--- config.mk ---
export PLATFORM = sky130hd
export DESIGN_NAME = tmarch_bist
export DESIGN_NICKNAME = d
export VERILOG_FILES = /design/src/rtl/tmb_pkg.sv /design/src/rtl/tmb_addr_gen.sv /design/src/rtl/tmb_misr.sv /design/src/rtl/tmarch_bist.sv
export SDC_FILE = /design/constraint.sdc
export NUM_CORES = 1
export LEC_CHECK = 0
export BUFFER_PORTS_ARGS = -buffer_cell sky130_fd_sc_hd__buf_2
export CORE_MARGIN = 2
export CORE_UTILIZATION = 25
export CTS_CLUSTER_DIAMETER = 30
export DETAILED_ROUTE_END_ITERATION = 7
export SYNTH_ARGS = -nofsm -noshare
export SYNTH_HDL_FRONTEND = slang
export SYNTH_HIERARCHICAL = 1
export SYNTH_SLANG_ARGS = --single-unit
--- constraint.sdc ---
create_clock -name clk -period 3 [get_ports clk]
set_clock_uncertainty 0.1 [all_clocks]
set_input_delay 0.15 -clock clk [delete_from_list [all_inputs] [get_ports clk]]
set_output_delay 0.15 -clock clk [all_outputs]
set_load 0.02 [all_outputs]
--- src/rtl/tmb_pkg.sv ---
package tmb_pkg;

    typedef enum logic [1:0] {
        ST_IDLE,
        ST_READ,
        ST_WRITE,
        ST_PASSEND
    } tmb_state_e;

    localparam logic [2:0] LAST_ELEM = 3'd5;

    // Elements E1..E4 pair a write with their read.
    function automatic logic elem_writes(input logic [2:0] e);
        return (e >= 3'd1) && (e <= 3'd4);
    endfunction

    // E3 and E4 walk the addresses downward.
    function automatic logic elem_down(input logic [2:0] e);
        return (e == 3'd3) || (e == 3'd4);
    endfunction

    // Elements whose read expects the complement of the original word.
    function automatic logic elem_read_inv(input logic [2:0] e);
        return (e == 3'd2) || (e == 3'd4);
    endfunction

    // Elements whose write stores the complement of the original word.
    function automatic logic elem_write_inv(input logic [2:0] e);
        return (e == 3'd1) || (e == 3'd3);
    endfunction

endpackage

--- src/rtl/tmb_addr_gen.sv ---
module tmb_addr_gen #(
    parameter int DEPTH  = 16,
    parameter int ADDR_W = $clog2(DEPTH)
) (
    input  logic              clk,
    input  logic              rst_n,
    input  logic              load,
    input  logic              load_down,
    input  logic              step,
    output logic [ADDR_W-1:0] addr,
    output logic              last
);
    localparam logic [ADDR_W-1:0] TOP_ADDR = ADDR_W'(DEPTH - 1);

    logic down;

    always_ff @(posedge clk or negedge rst_n) begin
        if (!rst_n) begin
            addr <= '0;
            down <= 1'b0;
        end else if (load) begin
            down <= load_down;
            addr <= load_down ? TOP_ADDR : '0;
        end else if (step) begin
            addr <= down ? addr - 1'b1 : addr + 1'b1;
        end
    end

    assign last = down ? (addr == '0) : (addr == TOP_ADDR);

    // a step moves exactly one address in the loaded direction
    a_r3_addr_step: assert property (@(posedge clk) disable iff (!rst_n)
        (step && !load && !last) |=>
            (addr == ($past(down) ? $past(addr) - 1'b1 : $past(addr) + 1'b1)));

endmodule

--- src/rtl/tmb_misr.sv ---
module tmb_misr #(
    parameter int         W    = 8,
    parameter logic [W-1:0] POLY = 'h1D
) (
    input  logic         clk,
    input  logic         rst_n,
    input  logic         clr,
    input  logic         en,
    input  logic [W-1:0] din,
    output logic [W-1:0] sig
);
    logic [W-1:0] sig_nxt;

    always_comb begin
        sig_nxt = {sig[W-2:0], 1'b0} ^ din;
        if (sig[W-1]) sig_nxt = sig_nxt ^ POLY;
    end

    always_ff @(posedge clk or negedge rst_n) begin
        if (!rst_n)   sig <= '0;
        else if (clr) sig <= '0;
        else if (en)  sig <= sig_nxt;
    end

    // the signature starts every pass from zero
    a_r6_clear: assert property (@(posedge clk) disable iff (!rst_n)
        clr |=> (sig == '0));

endmodule

--- src/rtl/tmarch_bist.sv ---
module tmarch_bist
    import tmb_pkg::*;
#(
    parameter int                DATA_W    = 8,
    parameter int                DEPTH     = 16,
    parameter int                ADDR_W    = $clog2(DEPTH),
    parameter logic [DATA_W-1:0] MISR_POLY = 'h1D
) (
    input  logic              clk,
    input  logic              rst_n,
    input  logic              start,
    output logic              busy,
    output logic              done,
    output logic              fail,
    output logic [ADDR_W-1:0] ram_addr,
    output logic              ram_we,
    output logic [DATA_W-1:0] ram_wdata,
    input  logic [DATA_W-1:0] ram_rdata
);
    tmb_state_e        state, state_n;
    logic              pass;       // 0: prediction pass, 1: real pass
    logic [2:0]        elem;
    logic [DATA_W-1:0] hold;
    logic [DATA_W-1:0] ref_sig;
    logic              done_q, fail_q;

    logic              ag_load, ag_load_down, ag_step, ag_last;
    logic [ADDR_W-1:0] addr;
    logic              elem_inc;
    logic              misr_clr, misr_en;
    logic [DATA_W-1:0] misr_din, sig;

    tmb_addr_gen #(.DEPTH(DEPTH), .ADDR_W(ADDR_W)) u_addr (
        .clk(clk), .rst_n(rst_n), .load(ag_load), .load_down(ag_load_down),
        .step(ag_step), .addr(addr), .last(ag_last)
    );

    tmb_misr #(.W(DATA_W), .POLY(MISR_POLY)) u_misr (
        .clk(clk), .rst_n(rst_n), .clr(misr_clr), .en(misr_en),
        .din(misr_din), .sig(sig)
    );

    // Pass one forms the value pass two should read; pass two compresses raw data.
    assign misr_din = ram_rdata ^ {DATA_W{~pass & elem_read_inv(elem)}};

    // Next-state and sequencing controls
    always_comb begin
        state_n      = state;
        ag_load      = 1'b0;
        ag_load_down = 1'b0;
        ag_step      = 1'b0;
        elem_inc     = 1'b0;
        misr_clr     = 1'b0;
        misr_en      = 1'b0;
        unique case (state)
            ST_IDLE: begin
                if (start) begin
                    state_n  = ST_READ;
                    ag_load  = 1'b1;
                    misr_clr = 1'b1;
                end
            end
            ST_READ, ST_WRITE: begin
                misr_en = (state == ST_READ);
                if (state == ST_READ && elem_writes(elem)) begin
                    state_n = ST_WRITE;
                end else if (!ag_last) begin
                    state_n = ST_READ;
                    ag_step = 1'b1;
                end else if (elem != LAST_ELEM) begin
                    state_n      = ST_READ;
                    ag_load      = 1'b1;
                    ag_load_down = elem_down(elem + 3'd1);
                    elem_inc     = 1'b1;
                end else begin
                    state_n = ST_PASSEND;
                end
            end
            ST_PASSEND: begin
                if (!pass) begin
                    state_n  = ST_READ;
                    ag_load  = 1'b1;
                    misr_clr = 1'b1;
                end else begin
                    state_n = ST_IDLE;
                end
            end
        endcase
    end

    always_ff @(posedge clk or negedge rst_n) begin
        if (!rst_n) state <= ST_IDLE;
        else        state <= state_n;
    end

    always_ff @(posedge clk or negedge rst_n) begin
        if (!rst_n) begin
            pass    <= 1'b0;
            elem    <= '0;
            hold    <= '0;
            ref_sig <= '0;
            done_q  <= 1'b0;
            fail_q  <= 1'b0;
        end else begin
            if (state == ST_IDLE && start) begin
                pass   <= 1'b0;
                elem   <= '0;
                done_q <= 1'b0;
                fail_q <= 1'b0;
            end
            if (state == ST_READ) hold <= ram_rdata;
            if (elem_inc) elem <= elem + 3'd1;
            if (state == ST_PASSEND) begin
                if (!pass) begin
                    ref_sig <= sig;
                    pass    <= 1'b1;
                    elem    <= '0;
                end else begin
                    done_q <= 1'b1;
                    fail_q <= (sig != ref_sig);
                end
            end
        end
    end

    // Outputs: every write of E1..E4 stores the complement of the word just read.
    always_comb begin
        busy      = (state != ST_IDLE);
        done      = done_q;
        fail      = fail_q;
        ram_addr  = addr;
        ram_we    = (state == ST_WRITE) && pass;
        ram_wdata = hold ^ {DATA_W{elem_read_inv(elem) ^ elem_write_inv(elem)}};
    end

    // a write always follows a read of the same address
    a_r3_write_after_read: assert property (@(posedge clk) disable iff (!rst_n)
        ram_we |-> ($past(state) == ST_READ && ram_addr == $past(ram_addr)));

    // an accepted start opens with a read of address 0
    a_r2_launch: assert property (@(posedge clk) disable iff (!rst_n)
        (state == ST_IDLE && start) |=> (busy && ram_addr == '0 && !ram_we));

    // done is never shown together with busy
    a_r7_done_idle: assert property (@(posedge clk) disable iff (!rst_n)
        done |-> !busy);

    // done holds until a start is accepted
    a_r7_done_held: assert property (@(posedge clk) disable iff (!rst_n)
        (done && !start) |=> done);

endmodule

==> impl_metrics.yaml <==
sta:
  setup_tns_ps: 0
  clock.fmax_mhz: 377.1
  final_hold_viol_count: 0
  setup_viol: 0
  slew_violations: 0
  worst-slew-pin-transition_ps: 870.2
  fin_crit_sh: 0.8840
  fin_crit_ps: 2652
  rsz0062_at_grt: "false"
  slew-limit-headroom: 0.4198
routing:
  route.antenna.remaining_nets: 0
  drtIter0Drc: 68
  via_per_inst: 4.504
  drc: 0
  wire_per_inst_um: 12.72
  highest_layer: "met4"
  wl_met1_um: 2202
  met3WireLength_um: 142
  wirelength_um: 4440
  met2WireLength_um: 2034
  first_pass_iters: 4
  num_vias: 1572
clock_network:
  cts_root_buffer: "clkbuf_8"
  clockBufferDepth: 2
  clk_pin_slew_ps: 90
  cts_sinks: 37
  htreeDepth: 2
  cts_made_buffers: 5
  postCtsSetupBuffers: 0
  insertion_delay_ps: 300
  ctsResizeCount: 0
  cts_tree: "done"
grt:
  grt_max_degree: 38
  grt_overflow: 0
  grt_pass1_wl_um: 7665
  grtUsageTotal: 0.09544
  antenna_found_initial: 0
  grt_pass1_vias: 1548
worst_hold_path:
  min_to: "hold[5]"
  hp-start: "ram_rdata[5]"
  hold_class: "input port to flop"
  hold_path_depth: 2
status:
  outcome: "finished clean"
setup_path:
  critPathLaunchType: "flop"
  end_kind: "flop"
  r2r-start: "u_addr/down"
  r2r_setup_slack_ps: 350
  cp-startpoint: "u_addr/down"
  cp_data_arrival_time_ps: 2760
  r2r-end: "u_addr/addr[3]"
  cp_max_fo: 8
  crit_type: "flop to flop"
  crit_required_ps: 3110
  reg2reg_depth: 10
yosys:
  synth.most_common_cell: "dfrtp_1"
  synth_top_cells_by_count: "37 x dfrtp_1, 22 x xnor2_1, 16 x mux2_2, 16 x nand2_1, 16 x nor2_1"
  synthesis.area_mm2: 0.002288
  ys_seq_elements: 37
  postSynthAreaPerCell_um2: 10.85
  ys_types: 48
  syn_nets: 236
  synth_edf_count: 0
  synth-main-ff-cell: "dfrtp_1"
  synthTopCellsByArea: "dfrtp_1 40%, xnor2_1 8.4%, mux2_2 7.9%, ha_1 7.1%, xor2_1 5.0%"
  synth.top_cell.area_share: 0.4046
  yosysTopAreaCell: "dfrtp_1"
  netlist_instances: 211
  ys_seq_area_frac: 0.4046
  async_flop_share: 1.000
  ys_warn_count: 6
pwr:
  p_leak_nw: 1.147
  powerDensity_mw_per_mm2: 481.5
  ir_drop_v: 0.0001958
placement:
  dp_hpwl_um: 3204
  globalplace.congestion: 0.7604
  port_buffers: 26
floorplan:
  io_pins: 27
  dieArea_mm2: 0.009935
  die_w_um: 99.68
  core.rowCount: 34
  start_util: 0.2599
  coreArea_mm2: 0.008806
  die_y_um: 99.68
finish:
  areaGrowthSynthToFinish_pct: 14.76
  fin_util: 0.2982
  antenna_cells: 0
  fin_nets: 265
  drive_gt1_frac: 0.2656
job:
  cap_violations: 0
==> registers in the layout (all words and copies together), names as in the netlist <==
register	count
done	1
elem	3
fail	1
hold	8
pass	1
ref_sig	8
state	2
u_addr/addr	4
u_addr/down	1
u_misr/sig	8
==> where the power goes <==
group	switching [mW]	total (mW)	internal, mW	leakage (nW)
Clock	0.205	0.370	0.165	0.0445
Combinational	0.101	0.246	0.145	0.667
Sequential	0.0894	0.648	0.558	0.435
==> layout by cell type, fill, tap and decap left out, types with 4 or more instances in the layout <==
master,synthesis,routed
nor2_1,16,16
a21oi_1,5,5
dfrtp_1,37,37
nand2_1,16,16
xor2_1,13,13
nand2b_1,4,4
buf_2,1,26
xnor2_1,22,22
mux2_2,16,16
ha_1,13,13
o21ai_0,4,4
clkbuf_8,0,5
inv_1,7,7
==> cell type report <==
class / count / area, um2
multi-input cells: 158 / 1282
clock buffers: 5 / 68.82
repair buffers: 30 / 162.7
flip-flops and latches: 37 / 925.9
fillers: 910 / 6180
inverters: 8 / 30.03
well taps: 108 / 135.1
clock inverters: 3 / 21.27
==> kinds of logic after synthesis <==
family	share of synthesized area
adder cells (fa/ha/maj)	0.07983
AO/OA/AOI/OAI	0.1022
flip-flops	0.4046
AND/OR/NAND/NOR	0.1323
multiplexers	0.1017
buffers and inverters	0.03499
XOR/XNOR	0.1443
==> worst max-delay path by stage <==
stage | to | cells past startpoint | slack, ps
floorplan | u_addr/addr[3] | 11 | 340
CTS | u_addr/addr[3] | 10 | 350
detailed placement | u_addr/addr[3] | 10 | 360
global placement | u_addr/addr[3] | 10 | 440
finish | u_addr/addr[3] | 10 | 350
global route | u_addr/addr[3] | 11 | 40
==> critical path, stage by stage, from the launching register on <==
cell and delay (ps):
dfrtp_1 480, inv_2 80, or4_1 500, o21ai_2 180, nand2_1 100, a311oi_4 340
nor2_1 70, o21ai_1 160, and4bb_2 240, a2bb2oi_1 140, nor3_1 180
==> routing by layer <==
layer	vias up	global-route usage
met5	-	0
li1	779	-
met1	760	0.1307
met3	5	0.01968
met2	28	0.1507
met4	0	0.03161
==> through the flow <==
| step | power [mW] | hold slack (ps) | instances | setup slack [ps] | instance area, um2 |
|---|---|---|---|---|---|
| after global placement | 0.9024 | 224.9 | 340 | 439.4 | 2526 |
| after global routing | 1.342 | 11.50 | 349 | 43.05 | 2626 |
| after CTS | 1.283 | 4.756 | 349 | 348.8 | 2626 |
| after floorplan | 0.8373 | -245.6 | 211 | 338.2 | 2288 |
| final | 1.265 | 12.07 | 349 | 348.1 | 2626 |
| after detailed placement | 0.9053 | 220.8 | 340 | 364.1 | 2526 |
==> timing repair <==
action,in CTS,in global routing
setup endpoints to repair,0,0
endpoints found under the hold margin,37,0
hold buffers,1,0
Note: power is estimated with default switching activity, not from simulation.
